**src/rtl/md_pkg.sv**
```systemverilog
package md_pkg;

    typedef enum logic [1:0] {
        OP_MUL_S = 2'b00,
        OP_MUL_U = 2'b01,
        OP_DIV_S = 2'b10,
        OP_DIV_U = 2'b11
    } md_op_e;

    // sign repair to apply when the raw magnitude result is written
    typedef struct packed {
        logic is_div;
        logic neg_lo;
        logic neg_hi;
    } md_fix_t;

endpackage

```
**src/rtl/md_prep.sv**
```systemverilog
module md_prep
    import md_pkg::*;
#(
    parameter int W = 32
) (
    input  logic [1:0]   op_i,
    input  logic [W-1:0] a_i,
    input  logic [W-1:0] b_i,
    output logic [W-1:0] mag_a_o,
    output logic [W-1:0] mag_b_o,
    output md_fix_t      fix_o
);

    logic is_signed;
    logic neg_a;
    logic neg_b;

    always_comb begin
        is_signed    = ~op_i[0];
        neg_a        = is_signed & a_i[W-1];
        neg_b        = is_signed & b_i[W-1];
        mag_a_o      = neg_a ? (W'(0) - a_i) : a_i;
        mag_b_o      = neg_b ? (W'(0) - b_i) : b_i;
        fix_o.is_div = op_i[1];
        fix_o.neg_lo = neg_a ^ neg_b;
        fix_o.neg_hi = op_i[1] ? neg_a : (neg_a ^ neg_b);
    end

endmodule

```
**src/rtl/md_engine.sv**
```systemverilog
module md_engine
    import md_pkg::*;
#(
    parameter int W = 32
) (
    input  logic           clk,
    input  logic           rst_n,
    input  logic           load_i,
    input  logic [W-1:0]   mag_a_i,
    input  logic [W-1:0]   mag_b_i,
    input  md_fix_t        fix_i,
    output logic           busy_o,
    output logic           done_o,
    output logic [2*W-1:0] raw_o,
    output md_fix_t        fix_o
);

    localparam int CW = $clog2(W);
    localparam int W2 = 2 * W;
    localparam logic [CW-1:0] LAST = CW'(W - 1);

    typedef struct packed {
        logic          busy;
        logic [CW-1:0] cnt;
        md_fix_t       fix;
        logic [W-1:0]  opnd;
        logic [W2-1:0] acc;
    } eng_t;

    eng_t q, d;
    logic [W2-1:0] step_acc;
    logic [W:0]    sum;
    logic [W:0]    trial;
    logic [W:0]    diff;
    logic          fits;

    // one iteration: acc = {upper, lower}; mul shifts right, div shifts left
    always_comb begin
        sum   = {1'b0, q.acc[W2-1:W]} + (q.acc[0] ? {1'b0, q.opnd} : '0);
        trial = {q.acc[W2-1:W], q.acc[W-1]};
        diff  = trial - {1'b0, q.opnd};
        fits  = trial >= {1'b0, q.opnd};
        if (q.fix.is_div) begin
            step_acc = {(fits ? diff[W-1:0] : trial[W-1:0]), q.acc[W-2:0], fits};
        end else begin
            step_acc = {sum, q.acc[W-1:1]};
        end
    end

    always_comb begin
        d = q;
        if (load_i && !q.busy) begin
            d.busy = 1'b1;
            d.cnt  = '0;
            d.fix  = fix_i;
            d.opnd = mag_b_i;
            d.acc  = {{W{1'b0}}, mag_a_i};
        end else if (q.busy) begin
            d.acc = step_acc;
            d.cnt = q.cnt + 1'b1;
            if (q.cnt == LAST) begin
                d.busy = 1'b0;
            end
        end
    end

    always_ff @(posedge clk or negedge rst_n) begin
        if (!rst_n) begin
            q <= '0;
        end else begin
            q <= d;
        end
    end

    assign busy_o = q.busy;
    assign done_o = q.busy && (q.cnt == LAST);
    assign raw_o  = step_acc;
    assign fix_o  = q.fix;

    // a run keeps counting up until its last iteration
    p_run_continues_r2: assert property (@(posedge clk) disable iff (!rst_n)
        (q.busy && q.cnt != LAST) |=> (q.busy && q.cnt == $past(q.cnt) + 1'b1));

    // the last iteration returns the engine to idle
    p_last_goes_idle_r2: assert property (@(posedge clk) disable iff (!rst_n)
        done_o |=> !q.busy);

    // an accepted load starts counting from zero
    p_load_starts_r2: assert property (@(posedge clk) disable iff (!rst_n)
        (load_i && !q.busy) |=> (q.busy && q.cnt == '0));

endmodule

```
**src/rtl/md_fixup.sv**
```systemverilog
module md_fixup
    import md_pkg::*;
#(
    parameter int W = 32
) (
    input  md_fix_t        fix_i,
    input  logic [2*W-1:0] raw_i,
    output logic [W-1:0]   hi_o,
    output logic [W-1:0]   lo_o
);

    localparam int W2 = 2 * W;

    logic [W2-1:0] prod;

    always_comb begin
        prod = fix_i.neg_lo ? (W2'(0) - raw_i) : raw_i;
        if (fix_i.is_div) begin
            lo_o = fix_i.neg_lo ? (W'(0) - raw_i[W-1:0])  : raw_i[W-1:0];
            hi_o = fix_i.neg_hi ? (W'(0) - raw_i[W2-1:W]) : raw_i[W2-1:W];
        end else begin
            lo_o = prod[W-1:0];
            hi_o = prod[W2-1:W];
        end
    end

endmodule

```
**src/rtl/muldiv_hilo.sv**
```systemverilog
module muldiv_hilo
    import md_pkg::*;
#(
    parameter int W = 32
) (
    input  logic         clk,
    input  logic         rst_n,
    input  logic         start_i,
    input  logic [1:0]   op_i,
    input  logic [W-1:0] a_i,
    input  logic [W-1:0] b_i,
    input  logic         wr_hi_i,
    input  logic         wr_lo_i,
    input  logic [W-1:0] wr_data_i,
    output logic         busy_o,
    output logic [W-1:0] hi_o,
    output logic [W-1:0] lo_o
);

    localparam int W2 = 2 * W;

    typedef struct packed {
        logic [W-1:0] hi;
        logic [W-1:0] lo;
    } pair_t;

    pair_t         pair_q, pair_d;
    logic [W-1:0]  mag_a, mag_b;
    md_fix_t       fix_in, fix_run;
    logic          busy, done;
    logic [W2-1:0] raw;
    logic [W-1:0]  res_hi, res_lo;

    md_prep #(.W(W)) u_prep (
        .op_i    (op_i),
        .a_i     (a_i),
        .b_i     (b_i),
        .mag_a_o (mag_a),
        .mag_b_o (mag_b),
        .fix_o   (fix_in)
    );

    md_engine #(.W(W)) u_engine (
        .clk     (clk),
        .rst_n   (rst_n),
        .load_i  (start_i),
        .mag_a_i (mag_a),
        .mag_b_i (mag_b),
        .fix_i   (fix_in),
        .busy_o  (busy),
        .done_o  (done),
        .raw_o   (raw),
        .fix_o   (fix_run)
    );

    md_fixup #(.W(W)) u_fixup (
        .fix_i (fix_run),
        .raw_i (raw),
        .hi_o  (res_hi),
        .lo_o  (res_lo)
    );

    always_comb begin
        pair_d = pair_q;
        if (done) begin
            pair_d.hi = res_hi;
            pair_d.lo = res_lo;
        end else if (!busy) begin
            if (wr_hi_i) pair_d.hi = wr_data_i;
            if (wr_lo_i) pair_d.lo = wr_data_i;
        end
    end

    always_ff @(posedge clk or negedge rst_n) begin
        if (!rst_n) begin
            pair_q <= '0;
        end else begin
            pair_q <= pair_d;
        end
    end

    assign busy_o = busy;
    assign hi_o   = pair_q.hi;
    assign lo_o   = pair_q.lo;

    // nothing disturbs the pair before the final iteration
    p_pair_held_r11: assert property (@(posedge clk) disable iff (!rst_n)
        (busy && !done) |=> ($stable(hi_o) && $stable(lo_o)));

    // an idle move-to lands on the next edge
    p_move_hi_r8: assert property (@(posedge clk) disable iff (!rst_n)
        (!busy && wr_hi_i) |=> (hi_o == $past(wr_data_i)));

    p_move_lo_r8: assert property (@(posedge clk) disable iff (!rst_n)
        (!busy && wr_lo_i) |=> (lo_o == $past(wr_data_i)));

    // a start mid-run does not extend or restart the run
    p_start_ignored_r10: assert property (@(posedge clk) disable iff (!rst_n)
        (busy && done && start_i) |=> !busy_o);

endmodule

```
**config.mk**
```make
export PLATFORM = sky130hd
export DESIGN_NAME = muldiv_hilo
export DESIGN_NICKNAME = d
export VERILOG_FILES = /design/src/rtl/md_pkg.sv /design/src/rtl/md_prep.sv /design/src/rtl/md_engine.sv /design/src/rtl/md_fixup.sv /design/src/rtl/muldiv_hilo.sv
export SDC_FILE = /design/constraint.sdc
export NUM_CORES = 1
export LEC_CHECK = 0
export BUFFER_PORTS_ARGS = -buffer_cell sky130_fd_sc_hd__clkbuf_2
export CAP_MARGIN = 20
export CORE_UTILIZATION = 31
export CTS_CLUSTER_SIZE = 16
export DETAILED_ROUTE_END_ITERATION = 16
export GPL_TIMING_DRIVEN = 0
export PLACE_DENSITY = 0.54
export SYNTH_ARGS = -nofsm -noshare
export SYNTH_HDL_FRONTEND = slang
export SYNTH_HIERARCHICAL = 1
export SYNTH_SLANG_ARGS = --single-unit
export TNS_END_PERCENT = 50
```
**constraint.sdc**
```tcl
create_clock -name clk -period 9.1 [get_ports clk]
set_input_delay 0.91 -clock clk [delete_from_list [all_inputs] [get_ports clk]]
set_output_delay 0.91 -clock clk [all_outputs]
set_load 0.03 [all_outputs]
```
# Word level (Yosys, flattened, before mapping)
# Index checks and enable logic that the tools add are counted.
# Widths: inputs -> output; s select.
# word_totals
out_inout_bits,65
word_cells,52
register_bits,169
# classes
n_eq_ne,2
n_lt_le_gt_ge,1
n_reduce_logical,8
bitwise,4
addsub,8
n_mux,20
# op_table
operator,n
$mux 64,6
$mux 32,10
$sub 1x32->32 const A,4
$sub 1x64->64 const A,1
$add 32x32->33,1
$ge 33x32->1,1
$sub 32x32->32,1
$mux 6,2
$reduce_bool 2->1,3
$add 5x1->5 const B,1
$eq 5x5->1 const B,1
$reduce_and 2->1,2
$and 1x1->1,2
$logic_and 1x1->1,2
$mux 1,2
$ne 2x2->1 const B,1
$logic_not 1->1,1
$not 1->1,1
$xor 1x1->1,1

# Logic depth before layout (Yosys ltp)
# depth
word_depth,7
depth_mapped,22
mapped_depth_nobuf,20

# By module
# Netlist, hierarchy kept.
# by_module_without_submodules
mod,cells_per_inst,n_inst,area_per_inst_um2,seq_area_each_um2
md_engine,1083,1,9076.2,2627.5
muldiv_hilo,298,1,3539.6,1601.5
md_fixup,270,1,1700.4,0.0
md_prep,222,1,1530.2,0.0

# Worst setup path before layout
# OpenSTA, ideal clock, no wires.
# synth_path
path_kind,flip-flop to flip-flop
start,register u_engine/q[0] in the netlist's numbering
end,register pair_q (netlist bit hi_o[26])
t_arrival_ps,4589
t_required_ps,8974
stages_incl_launch_ff,19
setup_slack_ps,4385
setup_time_ps,126
path_cell_list,dfrtp_1 clkbuf_1 and2_1 ha_1 fa_1 a21oi_2 o2111ai_2 and2_4 o41a_1 a21bo_1 a31oi_1 xor2_1 mux2i_1 or4_1 or3_1 nor4_1 a21oi_1 xor2_1 a221o_1
# synth_via
elab_chain_cells,7
word_cells_on_any_way,9
cone_classes,add/sub (3); mux (6)
# synth_rtl
item,line,text
start: declaration,md_engine.sv:30,"eng_t q, d;"
start signal: assignment,md_engine.sv:69,q <= '0;
start signal: assignment,md_engine.sv:71,q <= d;
$mux 32 (*),md_engine.sv:39,"sum = {1'b0, q.acc[W2-1:W]} + (q.acc[0] ? {1'b0, q.opnd} : '0);"
$add 32x32->33 (*),md_engine.sv:39,
$mux 64 (*),md_engine.sv:43,if (q.fix.is_div) begin
named net raw[55],muldiv_hilo.sv:31,logic [W2-1:0] raw;
$sub 1x64->64 / $sub 1x32->32 (equally long branches),"md_fixup.sv:17, md_fixup.sv:20",
$mux 64 / $mux 32 (equally long branches),"md_fixup.sv:17, md_fixup.sv:20",
$mux 32 (*),md_fixup.sv:18,if (fix_i.is_div) begin
named net res_hi[26],muldiv_hilo.sv:32,"logic [W-1:0] res_hi, res_lo;"
$mux 64 (*),muldiv_hilo.sv:65,if (done) begin
end signal: assignment,muldiv_hilo.sv:78,pair_q <= pair_d;
end: declaration,muldiv_hilo.sv:27,"pair_t pair_q, pair_d;"
# The timed path passes the listed nets; every way through them passes the cells marked *.
# A chain may end at the register's enable or synchronous reset.

# Worst setup path in the final report
# layout_path
start,register u_engine/q[37] in the netlist's numbering
end,register pair_q (netlist bit hi_o[19])
# layout_via
word_cells_on_any_way,11
cone_classes,add/sub (4); order compare (1); mux (6)
# layout_lines
item,line,text
$ge 33x32->1,md_engine.sv:42,"fits = trial >= {1'b0, q.opnd};"
$mux 64,md_engine.sv:43,
named net raw[0],muldiv_hilo.sv:31,
$sub 1x64->64,md_fixup.sv:17,prod = fix_i.neg_lo ? (W2'(0) - raw_i) : raw_i;
$mux 64,md_fixup.sv:17,
$mux 32,md_fixup.sv:18,
named net res_hi[19],muldiv_hilo.sv:32,
$mux 64,muldiv_hilo.sv:65,
# The timed path passes the listed nets, and every way through them passes these cells.

==> results.tsv <==
stage	metric	value	unit
logic_synthesis	synth.yosys.warnings	6	
setup_path	critPathLaunchType	register	
sta	timing.final.crit_share	0.676	
logic_synthesis	netlist_instances	1873	
floorplanning	starting_density	0.315	
global_route	grt_pass1_wl	90.7	mm
floorplanning	row_count	82	
logic_synthesis	syn_area	0.0158	mm2
outcome	outcome	finished, final reports clean	
routing	detailroute.via_count	15287	
sta	slew_headroom	0.365	
floorplanning	io_pins	168	
global_route	via_count_of_the_first_global_routing_pass	14897	
min_path	worstHoldPathType	input pin to asynchronous set/reset pin	
final_layout	layout.nets	2233	
global_route	grt_start_max_net_pins	91	
logic_synthesis	synth_enable_flop_cells	0	
cts	tritoncts.num_buffers	17	
sta	finalHoldViolations	0	
sta	fin_worst_hold_slack	0.455	ns
setup_path	worst_setup_path_end_kind	register	
routing	number_of_optimization_iterations_in_the_first_detailed_route_pass	5	
final_layout	final_cell_area	0.0182	mm2
cts	cts_tree	built	
final_layout	final_layout_size_suffix_gt1_frac	0.158	
place	placement.cell_area	0.0175	mm2
setup_path	regToRegSetupSlack	2.95	ns
sta	final.setup.tns	0	ns
setup_path	timing.critical_path.required	9.46	ns
logic_synthesis	asr_flop_ratio_synth	1.00	
global_route	grt_antenna_before_repair	0	
sta	worst_slew_pin_slew	0.943	ns
cts	clk_path_buf_depth	2	
cts	cts.sink_count	169	
setup_path	cp_cell_sequence	ha_1 > a211oi_1 > o21bai_1 > nor4_1 > o21ai_1 > a21oi_2 > o21a_1 > buf_6 > buf_4 > a21oi_1 > nor4_1 > nand2_1 > or4_1 > o21ai_1 > o21ai_0 > xor2_1 > a221o_1	
setup_path	crit_arrival	6.51	ns
logic_synthesis	synth_largest_area_cell	dfrtp_1	
sta	fin_crit	6.15	ns
sta	timing_max_transition_violations_final	0	
setup_path	timing_worst_setup_path_type	register to register	
cts	cts_resized	0	
sta	final-setup-viol-count	0	
logic_synthesis	mappedNetlistNets	2048	
flow_run	drv.max_cap_violation_count	0	
logic_synthesis	synth_seq_cells	169	
setup_path	slowest_delay	0.60	ns
floorplanning	die_h	228	um
sta	final.setup.worst_slack	2.95	ns
cts	clk_pin_slew_worst_paths	0.08	ns
setup_path	worstPathMaxFanout	10	
logic_synthesis	number_of_distinct_standard_cells_referenced_by_the_synthesized_netlist	95	
final_layout	final.fill_count	5314	
cts	clk-insertion-delay-late	0.47	ns
routing	initial_drc_count	1418	
logic_synthesis	synth_area_per_cell	8.46	um2
place	routabilityCongestion	0.937	
global_route	global_route.overflow_total	0	
logic_synthesis	synth.top_cell.area_share	0.267	
routing	route.final.wire_length	59.6	mm
logic_synthesis	synth_sequential_area_ratio	0.267	
cts	hold_buffers	0	
setup_path	timing.critical_path.slowest_stage_cell	or4_1	
sta	final.setup_skew	0.0163	ns
routing	via_per_inst	5.57	
routing	drt.antenna.violating_nets	0	
logic_synthesis	synthTopCellsByArea	dfrtp_1 27%, xnor2_1 5.7%, ha_1 5.5%	
global_route	groute.usage.overall	0.227	
cts	cts-root-buf	clkbuf_16	
sta	fmax	163	MHz
place	detailedPlacementHpwl	48.7	mm
floorplanning	die-width	228	um
cts	h-tree-depth	4	
final_layout	synthToLayoutAreaGrowth	14.6	%
place	dpl_worst_slack	3.13	ns
cts	postCtsSetupRepairBufs	0	
routing	post_drt_wl_per_cell	21.7	um
floorplanning	core_area	0.0503	mm2
place	io_buffer_count	165	
logic_synthesis	postSynth.topFlopCell	dfrtp_1	
final_layout	antenna_cells_inserted	0	
floorplanning	die_area	0.0520	mm2
sta	grt_setup_unrepaired	false	
routing	detail_route.drc_violations	0	
## critical path, delay by kind of cell, from the launching register on
family	cells	cell delay, ns
flops	1	0.46
simple gates	4	1.87
xor+xnor	1	0.23
fa+ha+maj	1	0.42
buf+inv	2	0.37
compound gates	9	2.68
## registers in the layout, summed over array words and instances (netlist names)
register and cells:
hi_o 32, u_engine/q 101, u_engine/busy_o 1, u_engine/fix_o 3, lo_o 32
## placed cells by master, fill, tap and decap left out, types with 66 or more instances in the layout
| cell | Yosys | routed |
|---|---|---|
| nand2_1 | 193 | 193 |
| dfrtp_1 | 169 | 169 |
| clkbuf_2 | 1 | 165 |
| o21ai_0 | 139 | 139 |
| xnor2_1 | 103 | 103 |
| a21oi_1 | 89 | 89 |
| nor2_1 | 89 | 89 |
| nor2b_1 | 76 | 76 |
| xor2_1 | 71 | 71 |
| ha_1 | 70 | 70 |
| inv_1 | 66 | 66 |
## synthesized netlist by cell type (34+ instances only)
cell and n:
and2_1 42, nor2_1 89, dfrtp_1 169, nand2_1 193, ha_1 70, a221o_1 65
nor4bb_1 57, buf_2 42, xnor2_1 103, xor2_1 71, nor3_1 36, o21ai_0 139
a31oi_1 35, nor2b_1 76, a21oi_1 89, inv_1 66, mux2i_1 50, mux2_2 34
clkbuf_1 51
## layer usage
metal,track usage,part of all wire,up-vias
met3,0.0301,0.051,62
li1,-,-,7314
met1,0.314,0.47,7389
met4,0.0594,0.023,0
met5,0,0,-
met2,0.369,0.45,522
## layout make-up
class,instances,area [um2],area share
Clock inverter,13,185,0.0102
Timing Repair Buffer,166,862,0.0475
Buffer,118,608,0.0335
Inverter,67,251,0.0138
Multi-Input combinational cell,1519,10800,0.592
Tap cell,672,841,0.0463
Clock buffer,19,433,0.0238
Sequential cell,169,4230,0.233
## through the flow
step / utilization / std cells
after floorplan: - / 1873
after global placement: 0.348 / 2710
after detailed placement: 0.349 / 2711
after CTS: 0.361 / 2743
after global routing: 0.361 / 2743
final: 0.361 / 2743
## path summary, 6_finish.rpt
check / start / end / cells past startpoint
worst min register to register: u_engine/q[103] / u_engine/q[103] / 1
min in group clk: u_engine/q[103] / u_engine/q[103] / 1
worst max register to register: u_engine/q[37] / hi_o[19] / 17
max in group asynchronous: rst_n / u_engine/q[53] / 2
worst max-delay path: u_engine/q[37] / hi_o[19] / 17
worst min-delay path: rst_n / u_engine/q[11] / 1
## cells by family after synthesis
group,share of synthesized area
XOR/XNOR,0.0962
adder cells (fa/ha/maj),0.0578
multiplexers,0.0557
buffers and inverters,0.0542
flip-flops,0.267
AO/OA/AOI/OAI,0.229
AND/OR/NAND/NOR,0.241
Power is not shown: default switching activity piles up to over one toggle a cycle in this logic, so the estimate is an artifact.
